[src/rtl/irq_state_pkg.sv]
package irq_state_pkg;
  localparam int ADDR_W = 12;
  localparam int DATA_W = 32;
  localparam logic [ADDR_W-1:0] ENA_BASE  = 12'h000;
  localparam logic [ADDR_W-1:0] MODE_BASE = 12'h080;
  localparam logic [ADDR_W-1:0] TGT_BASE  = 12'h100;
  localparam logic [ADDR_W-1:0] PEND_BASE = 12'h200;
  localparam logic [ADDR_W-1:0] ACT_BASE  = 12'h280;
  localparam logic [ADDR_W-1:0] ACK_ADDR  = 12'h300;
  localparam logic [ADDR_W-1:0] EOI_ADDR  = 12'h304;
endpackage

[src/rtl/irq_sync_bank.sv]
module irq_sync_bank #(
  parameter int WIDTH = 8
) (
  input  logic             clk_i,
  input  logic             rst_ni,
  input  logic [WIDTH-1:0] src_i,
  output logic [WIDTH-1:0] lvl_o,
  output logic [WIDTH-1:0] rise_o
);
  logic [WIDTH-1:0] meta_q, sync_q, prev_q;

  always_ff @(posedge clk_i or negedge rst_ni) begin
    if (!rst_ni) begin
      meta_q <= '0;
      sync_q <= '0;
      prev_q <= '0;
    end else begin
      meta_q <= src_i;
      sync_q <= meta_q;
      prev_q <= sync_q;
    end
  end

  assign lvl_o  = sync_q;
  assign rise_o = sync_q & ~prev_q;
endmodule

[src/rtl/irq_state_bank.sv]
module irq_state_bank #(
  parameter int NUM_IRQ = 8
) (
  input  logic               clk_i,
  input  logic               rst_ni,
  input  logic [NUM_IRQ-1:0] lvl_i,
  input  logic [NUM_IRQ-1:0] rise_i,
  input  logic [NUM_IRQ-1:0] edge_mode_i,
  input  logic [NUM_IRQ-1:0] ack_i,
  input  logic [NUM_IRQ-1:0] eoi_i,
  output logic [NUM_IRQ-1:0] pending_o,
  output logic [NUM_IRQ-1:0] active_o
);
  for (genvar i = 0; i < NUM_IRQ; i++) begin : g_irq
    logic pend_q, act_q, pend_d, act_d;

    // level: mirror the line; edge: latch rise, drop on ack (a new rise wins)
    assign pend_d = edge_mode_i[i] ? ((pend_q & ~ack_i[i]) | rise_i[i]) : lvl_i[i];
    assign act_d  = (act_q & ~eoi_i[i]) | ack_i[i];

    always_ff @(posedge clk_i or negedge rst_ni) begin
      if (!rst_ni) begin
        pend_q <= 1'b0;
        act_q  <= 1'b0;
      end else begin
        pend_q <= pend_d;
        act_q  <= act_d;
      end
    end

    assign pending_o[i] = pend_q;
    assign active_o[i]  = act_q;
  end
endmodule

[src/rtl/irq_lowest_pick.sv]
module irq_lowest_pick #(
  parameter int N    = 8,
  parameter int ID_W = 4
) (
  input  logic [N-1:0]    req_i,
  output logic            vld_o,
  output logic [ID_W-1:0] id_o,
  output logic [N-1:0]    onehot_o
);
  always_comb begin
    logic found;
    found    = 1'b0;
    id_o     = '0;
    onehot_o = '0;
    for (int i = 0; i < N; i++) begin
      if (req_i[i] && !found) begin
        id_o        = ID_W'(i);
        onehot_o[i] = 1'b1;
      end
      found = found | req_i[i];
    end
    vld_o = found;
  end
endmodule

[src/rtl/irq_cfg_regs.sv]
module irq_cfg_regs
  import irq_state_pkg::*;
#(
  parameter int NUM_IRQ   = 8,
  parameter int NUM_CORES = 4
) (
  input  logic                               clk_i,
  input  logic                               rst_ni,
  input  logic                               we_i,
  input  logic [ADDR_W-1:0]                  addr_i,
  input  logic [DATA_W-1:0]                  wdata_i,
  input  logic [NUM_IRQ-1:0]                 pending_i,
  input  logic [NUM_IRQ-1:0]                 active_i,
  output logic [NUM_IRQ-1:0]                 enable_o,
  output logic [NUM_IRQ-1:0]                 edge_mode_o,
  output logic [NUM_IRQ-1:0][NUM_CORES-1:0]  target_o,
  output logic [DATA_W-1:0]                  rdata_o
);
  localparam logic [NUM_CORES-1:0] TGT_RST = NUM_CORES'(1);

  logic [NUM_IRQ-1:0]                ena_q, mode_q;
  logic [NUM_IRQ-1:0][NUM_CORES-1:0] tgt_q;
  logic                              unused_wdata;

  assign unused_wdata = ^wdata_i;

  always_ff @(posedge clk_i or negedge rst_ni) begin
    if (!rst_ni) begin
      ena_q  <= '0;
      mode_q <= '0;
      for (int i = 0; i < NUM_IRQ; i++) tgt_q[i] <= TGT_RST;
    end else if (we_i) begin
      for (int i = 0; i < NUM_IRQ; i++) begin
        if (addr_i == ENA_BASE + ADDR_W'(4 * (i / 32)))  ena_q[i]  <= wdata_i[i % 32];
        if (addr_i == MODE_BASE + ADDR_W'(4 * (i / 32))) mode_q[i] <= wdata_i[i % 32];
        if (addr_i == TGT_BASE + ADDR_W'(4 * (i / 4)))
          tgt_q[i] <= wdata_i[8 * (i % 4) +: NUM_CORES];
      end
    end
  end

  always_comb begin
    rdata_o = '0;
    for (int i = 0; i < NUM_IRQ; i++) begin
      if (addr_i == ENA_BASE + ADDR_W'(4 * (i / 32)))  rdata_o[i % 32] = ena_q[i];
      if (addr_i == MODE_BASE + ADDR_W'(4 * (i / 32))) rdata_o[i % 32] = mode_q[i];
      if (addr_i == PEND_BASE + ADDR_W'(4 * (i / 32))) rdata_o[i % 32] = pending_i[i];
      if (addr_i == ACT_BASE + ADDR_W'(4 * (i / 32)))  rdata_o[i % 32] = active_i[i];
      if (addr_i == TGT_BASE + ADDR_W'(4 * (i / 4)))
        rdata_o[8 * (i % 4) +: NUM_CORES] = tgt_q[i];
    end
  end

  assign enable_o    = ena_q;
  assign edge_mode_o = mode_q;
  assign target_o    = tgt_q;
endmodule

[src/rtl/irq_state_ctrl.sv]
module irq_state_ctrl
  import irq_state_pkg::*;
#(
  parameter int NUM_IRQ   = 128,
  parameter int NUM_CORES = 4,
  parameter int ID_W      = 10,
  parameter int CORE_W    = (NUM_CORES > 1) ? $clog2(NUM_CORES) : 1
) (
  input  logic                 clk_i,
  input  logic                 rst_ni,
  input  logic [NUM_IRQ-1:0]   src_i,
  input  logic                 reg_re_i,
  input  logic                 reg_we_i,
  input  logic [ADDR_W-1:0]    reg_addr_i,
  input  logic [DATA_W-1:0]    reg_wdata_i,
  input  logic [CORE_W-1:0]    reg_core_i,
  output logic [DATA_W-1:0]    reg_rdata_o,
  output logic [NUM_CORES-1:0] irq_o
);
  localparam logic [ID_W-1:0] SPURIOUS_ID = '1;

  logic [NUM_IRQ-1:0]                  lvl, rise, enable, edge_mode;
  logic [NUM_IRQ-1:0]                  pending, active;
  logic [NUM_IRQ-1:0][NUM_CORES-1:0]   target;
  logic [NUM_CORES-1:0][NUM_IRQ-1:0]   elig;
  logic [NUM_IRQ-1:0]                  ack_req, pick_onehot, ack_onehot, eoi_onehot;
  logic                                pick_vld, ack_fire, eoi_fire;
  logic [ID_W-1:0]                     pick_id;
  logic [DATA_W-1:0]                   cfg_rdata, rdata_q;

  irq_sync_bank #(.WIDTH(NUM_IRQ)) i_sync (
    .clk_i (clk_i),
    .rst_ni(rst_ni),
    .src_i (src_i),
    .lvl_o (lvl),
    .rise_o(rise)
  );

  irq_cfg_regs #(.NUM_IRQ(NUM_IRQ), .NUM_CORES(NUM_CORES)) i_cfg (
    .clk_i      (clk_i),
    .rst_ni     (rst_ni),
    .we_i       (reg_we_i),
    .addr_i     (reg_addr_i),
    .wdata_i    (reg_wdata_i),
    .pending_i  (pending),
    .active_i   (active),
    .enable_o   (enable),
    .edge_mode_o(edge_mode),
    .target_o   (target),
    .rdata_o    (cfg_rdata)
  );

  for (genvar c = 0; c < NUM_CORES; c++) begin : g_core
    for (genvar i = 0; i < NUM_IRQ; i++) begin : g_src
      assign elig[c][i] = enable[i] & pending[i] & ~active[i] & target[i][c];
    end
    assign irq_o[c] = |elig[c];
  end

  assign ack_req = elig[reg_core_i];

  irq_lowest_pick #(.N(NUM_IRQ), .ID_W(ID_W)) i_pick (
    .req_i   (ack_req),
    .vld_o   (pick_vld),
    .id_o    (pick_id),
    .onehot_o(pick_onehot)
  );

  assign ack_fire   = reg_re_i & (reg_addr_i == ACK_ADDR);
  assign eoi_fire   = reg_we_i & (reg_addr_i == EOI_ADDR);
  assign ack_onehot = ack_fire ? pick_onehot : '0;

  for (genvar i = 0; i < NUM_IRQ; i++) begin : g_eoi
    assign eoi_onehot[i] = eoi_fire & (reg_wdata_i[ID_W-1:0] == ID_W'(i));
  end

  irq_state_bank #(.NUM_IRQ(NUM_IRQ)) i_state (
    .clk_i      (clk_i),
    .rst_ni     (rst_ni),
    .lvl_i      (lvl),
    .rise_i     (rise),
    .edge_mode_i(edge_mode),
    .ack_i      (ack_onehot),
    .eoi_i      (eoi_onehot),
    .pending_o  (pending),
    .active_o   (active)
  );

  always_ff @(posedge clk_i or negedge rst_ni) begin
    if (!rst_ni) begin
      rdata_q <= '0;
    end else if (reg_re_i) begin
      if (ack_fire) rdata_q <= DATA_W'(pick_vld ? pick_id : SPURIOUS_ID);
      else          rdata_q <= cfg_rdata;
    end
  end

  assign reg_rdata_o = rdata_q;
endmodule

[config.mk]
export PLATFORM = sky130hd
export DESIGN_NAME = irq_state_ctrl
export DESIGN_NICKNAME = d
export VERILOG_FILES = /design/src/rtl/irq_state_pkg.sv /design/src/rtl/irq_sync_bank.sv /design/src/rtl/irq_state_bank.sv /design/src/rtl/irq_lowest_pick.sv /design/src/rtl/irq_cfg_regs.sv /design/src/rtl/irq_state_ctrl.sv
export SDC_FILE = /design/constraint.sdc
export NUM_CORES = 2
export LEC_CHECK = 0
export ABC_AREA = 1
export BUFFER_PORTS_ARGS = -buffer_cell sky130_fd_sc_hd__buf_4
export CELL_PAD_IN_SITES_DETAIL_PLACEMENT = 0
export CELL_PAD_IN_SITES_GLOBAL_PLACEMENT = 2
export CORE_MARGIN = 2
export CORE_UTILIZATION = 41
export CTS_CLUSTER_DIAMETER = 50
export CTS_CLUSTER_SIZE = 40
export DETAILED_ROUTE_END_ITERATION = 10
export PLACE_DENSITY_LB_ADDON = 0.1
export SETUP_SLACK_MARGIN = 0.2
export SYNTH_ARGS = -nofsm -noshare
export SYNTH_HDL_FRONTEND = slang
export SYNTH_SLANG_ARGS = --single-unit
[constraint.sdc]
create_clock -name clk_i -period 21.6 [get_ports clk_i]
set_input_delay 2.16 -clock clk_i [delete_from_list [all_inputs] [get_ports clk_i]]
set_output_delay 2.16 -clock clk_i [all_outputs]
set_load 0.01 [all_outputs]
==> impl_metrics.env <==
export IMPL_critical_path_class="input port to flip-flop"
export IMPL_period_share_pct=58.2
export IMPL_cts_root_buf="clkbuf_16"
export IMPL_rsz0062_at_grt="false"
export IMPL_yosys_register_bits=1440
export IMPL_fp_dieH_um=413
export IMPL_grt_usage_pct=38.2
export IMPL_worst_pin_slew_ns=1.45
export IMPL_crit_path_start_kind="input port"
export IMPL_io_buffers=213
export IMPL_antenna_found_initial=39
export IMPL_grt_ovfl_total=0
export IMPL_critPathMaxFanout=73
export IMPL_multiInputGateArea_um2=27100
export IMPL_grt_pass1_wl_mm=461
export IMPL_synthTopCellsByArea="dfrtp_1 (48%), nand2_1 (12%), o21ai_0 (8.3%)"
export IMPL_cts_buffers=167
export IMPL_synthXorXnorAreaFrac_pct=0
export IMPL_clk_latency_ns=0.84
export IMPL_synth_top_family_by_area="simple AND/OR/NAND/NOR gates"
export IMPL_finalHoldViolations=0
export IMPL_syn_inst=8389
export IMPL_max_cap_violations=0
export IMPL_clk_pin_slew_ns=0.09
export IMPL_core_area_um2=167000
export IMPL_yosys_area_share_simple_pct=20.5
export IMPL_die_area_um2=171000
export IMPL_regToRegSetupSlack_ns=10.79
export IMPL_min_delay_path_class="flip-flop to flip-flop"
export IMPL_status="finished, final reports clean"
export IMPL_antenna_left=0
export IMPL_yosysTopAreaCell="dfrtp_1"
export IMPL_post_cts_resized=0
export IMPL_synth_commonest_cells="nand2_1 (2104), dfrtp_1 (1312), o21ai_0 (1136), inv_1 (1014), nor2_1 (663)"
export IMPL_ir_drop_mv=0.0952
export IMPL_slowest_stage="buf_4"
export IMPL_ios=214
export IMPL_fillers=16563
export IMPL_vias=64415
export IMPL_grt_max_degree=119
export IMPL_drc_errors=0
export IMPL_gp_congestion=1.00
export IMPL_synth_edf_count=0
export IMPL_endpoint_kind="flip-flop"
export IMPL_grt_pass1_vias=60186
export IMPL_syn_nets=8567
export IMPL_synthFlopType="dfrtp_1"
export IMPL_synth_compound_area_share_pct=18.8
export IMPL_std_cell_rows=150
export IMPL_cts_setup_buffers=0
export IMPL_hpwl_mm=238
export IMPL_seq_area_um2=36200
export IMPL_power_leakage_uw=0.0333
export IMPL_yosys_warnings=0
export IMPL_avgViaCountPerCell=5.93
export IMPL_clock_skew_final_ns=0.0334
export IMPL_synth_top_area_share_pct=47.8
export IMPL_arrival_ns=13.28
export IMPL_synth_mux_area_share_pct=0
export IMPL_start_util_pct=41.2
export IMPL_syn_cell_area_um2=68700
export IMPL_tns_ns=0
export IMPL_p_per_area_nw_per_um2=78.0
export IMPL_slew_viol_final=0
export IMPL_drive_gt1_share_pct=10.5
export IMPL_synthAdderAreaFrac_pct=0
export IMPL_dr_pass1_iters=8
export IMPL_synth_async_reset_ratio_pct=100
export IMPL_dr_first_iter_drc_count=8973
export IMPL_max_stage_delay_ns=0.80
export IMPL_avgSynthCellArea_um2=8.19
export IMPL_fin_nets=8677
export IMPL_area_growth_pct=14.6
export IMPL_pre_cts_slack_ns=8.36
export IMPL_finalCriticalPeriod_ns=12.57
export IMPL_crit_required_ns=22.30
export IMPL_setup_viol=0
export IMPL_routed_wl_mm=329
export IMPL_max_freq_mhz=79.5
export IMPL_post_synth_top_count_cell="nand2_1"
export IMPL_wl_per_cell_um=30.3
export IMPL_clk_path_buf_depth=3
export IMPL_htree_num_levels=4
export IMPL_ctsHoldBuffers=0
export IMPL_synth_cell_types=51
export IMPL_synth_seq_area_share_pct=52.7
export IMPL_clock_sinks=1440
export IMPL_worst_slack_ns=9.03
export IMPL_cts_tree="built"
export IMPL_die_w_um=413
export IMPL_max_slew_margin_pct=3.13
export IMPL_cp_common_cell="nor2_2"
## worst paths after layout
path                                             start                        end  cells past startpoint
min in group asynchronous                       rst_ni    i_state.g_irq[73].act_q                      1
worst max register to register  i_state.g_irq[1].act_q  i_state.g_irq[125].pend_q                     71
worst min register to register        i_sync.meta_q[1]            i_sync.lvl_o[1]                      0
worst max-delay path                     reg_core_i[1]  i_state.g_irq[125].pend_q                     68
max in group asynchronous                       rst_ni         i_cfg.target_o[31]                      5
worst min-delay path                  i_sync.meta_q[1]            i_sync.lvl_o[1]                      0
## flip-flops by register name, summed over array words and instances, names as in the netlist
name                  cells
i_cfg.target_o          512
i_cfg.edge_mode_o       128
i_cfg.enable_o          128
i_state.g_irq.act_q     128
i_state.g_irq.pend_q    128
i_sync.lvl_o            128
i_sync.meta_q           128
i_sync.prev_q           128
reg_rdata_o              32
## through the flow
step | hold slack [ns] | std cells | util, % | area, µm² | total power, µW
after floorplan | 0.331 | 8389 | - | 68700 | 2920
after global placement | 0.332 | 10529 | 43.6 | 72600 | 3130
after detailed placement | 0.335 | 10532 | 43.6 | 72700 | 3130
after CTS | 0.313 | 10837 | 47.2 | 78600 | 6170
after global routing | 0.335 | 10842 | 47.2 | 78600 | 6310
final | 0.329 | 10855 | 47.2 | 78700 | 6130
## layout make-up
| class | instances | share of cell area, % |
|---|---|---|
| antenna | 16 | 0.0509 |
| inverter | 1039 | 5.01 |
| multi-input combinational | 5493 | 34.4 |
| timing repair buffer | 358 | 3.46 |
| sequential | 1440 | 46.0 |
| clock inverter | 116 | 1.93 |
| tap | 2204 | 3.50 |
| clock buffer | 189 | 5.63 |
## metal layers
layer / routed length (µm) / global-route usage [%] / vias up
li1: - / - / 28446
met1: 141000 / 54.6 / 31899
met2: 141000 / 55.9 / 3442
met3: 31400 / 7.91 / 618
met4: 15700 / 16.6 / 10
met5: 75 / 0 / -
## power by group
| part | total [µW] | switching [µW] | internal, µW |
|---|---|---|---|
| combinational | 291 | 232 | 59.2 |
| clock | 3050 | 1360 | 1690 |
| sequential | 2800 | 43.3 | 2750 |
| total | 6130 | 1630 | 4500 |
## cell usage in the layout, fill, tap and decap left out, types with 50 or more instances in the layout
cell       synthesis  layout
a32o_1           126     126
nand4_1          155     155
nor3_1           139     132
dfstp_2          128     128
a21oi_1          231     231
nand2_1         2104    2096
o21ai_0         1136    1136
dfrtp_1         1312    1312
nand3_1          182     182
nor2_1           663     655
o2111ai_1         50      50
a31oi_1           81      81
a32oi_1          110     110
inv_1           1014     998
buf_4              1     353
clkbuf_16          0     171
nor2_2            48      56
a221oi_1          78      78
o211ai_1         112     112
## critical path, delay by kind of cell
| kind | cells | cell delay, ns |
|---|---|---|
| AND/OR/NAND/NOR | 65 | 9.64 |
| buffers and inverters | 3 | 1.34 |
## kinds of logic after synthesis
| family | count (synthesis) |
|---|---|
| compound gates | 2097 |
| buf+inv | 1456 |
| flops | 1440 |
| simple gates | 3396 |
Note: power is estimated with default switching activity, not from simulation.
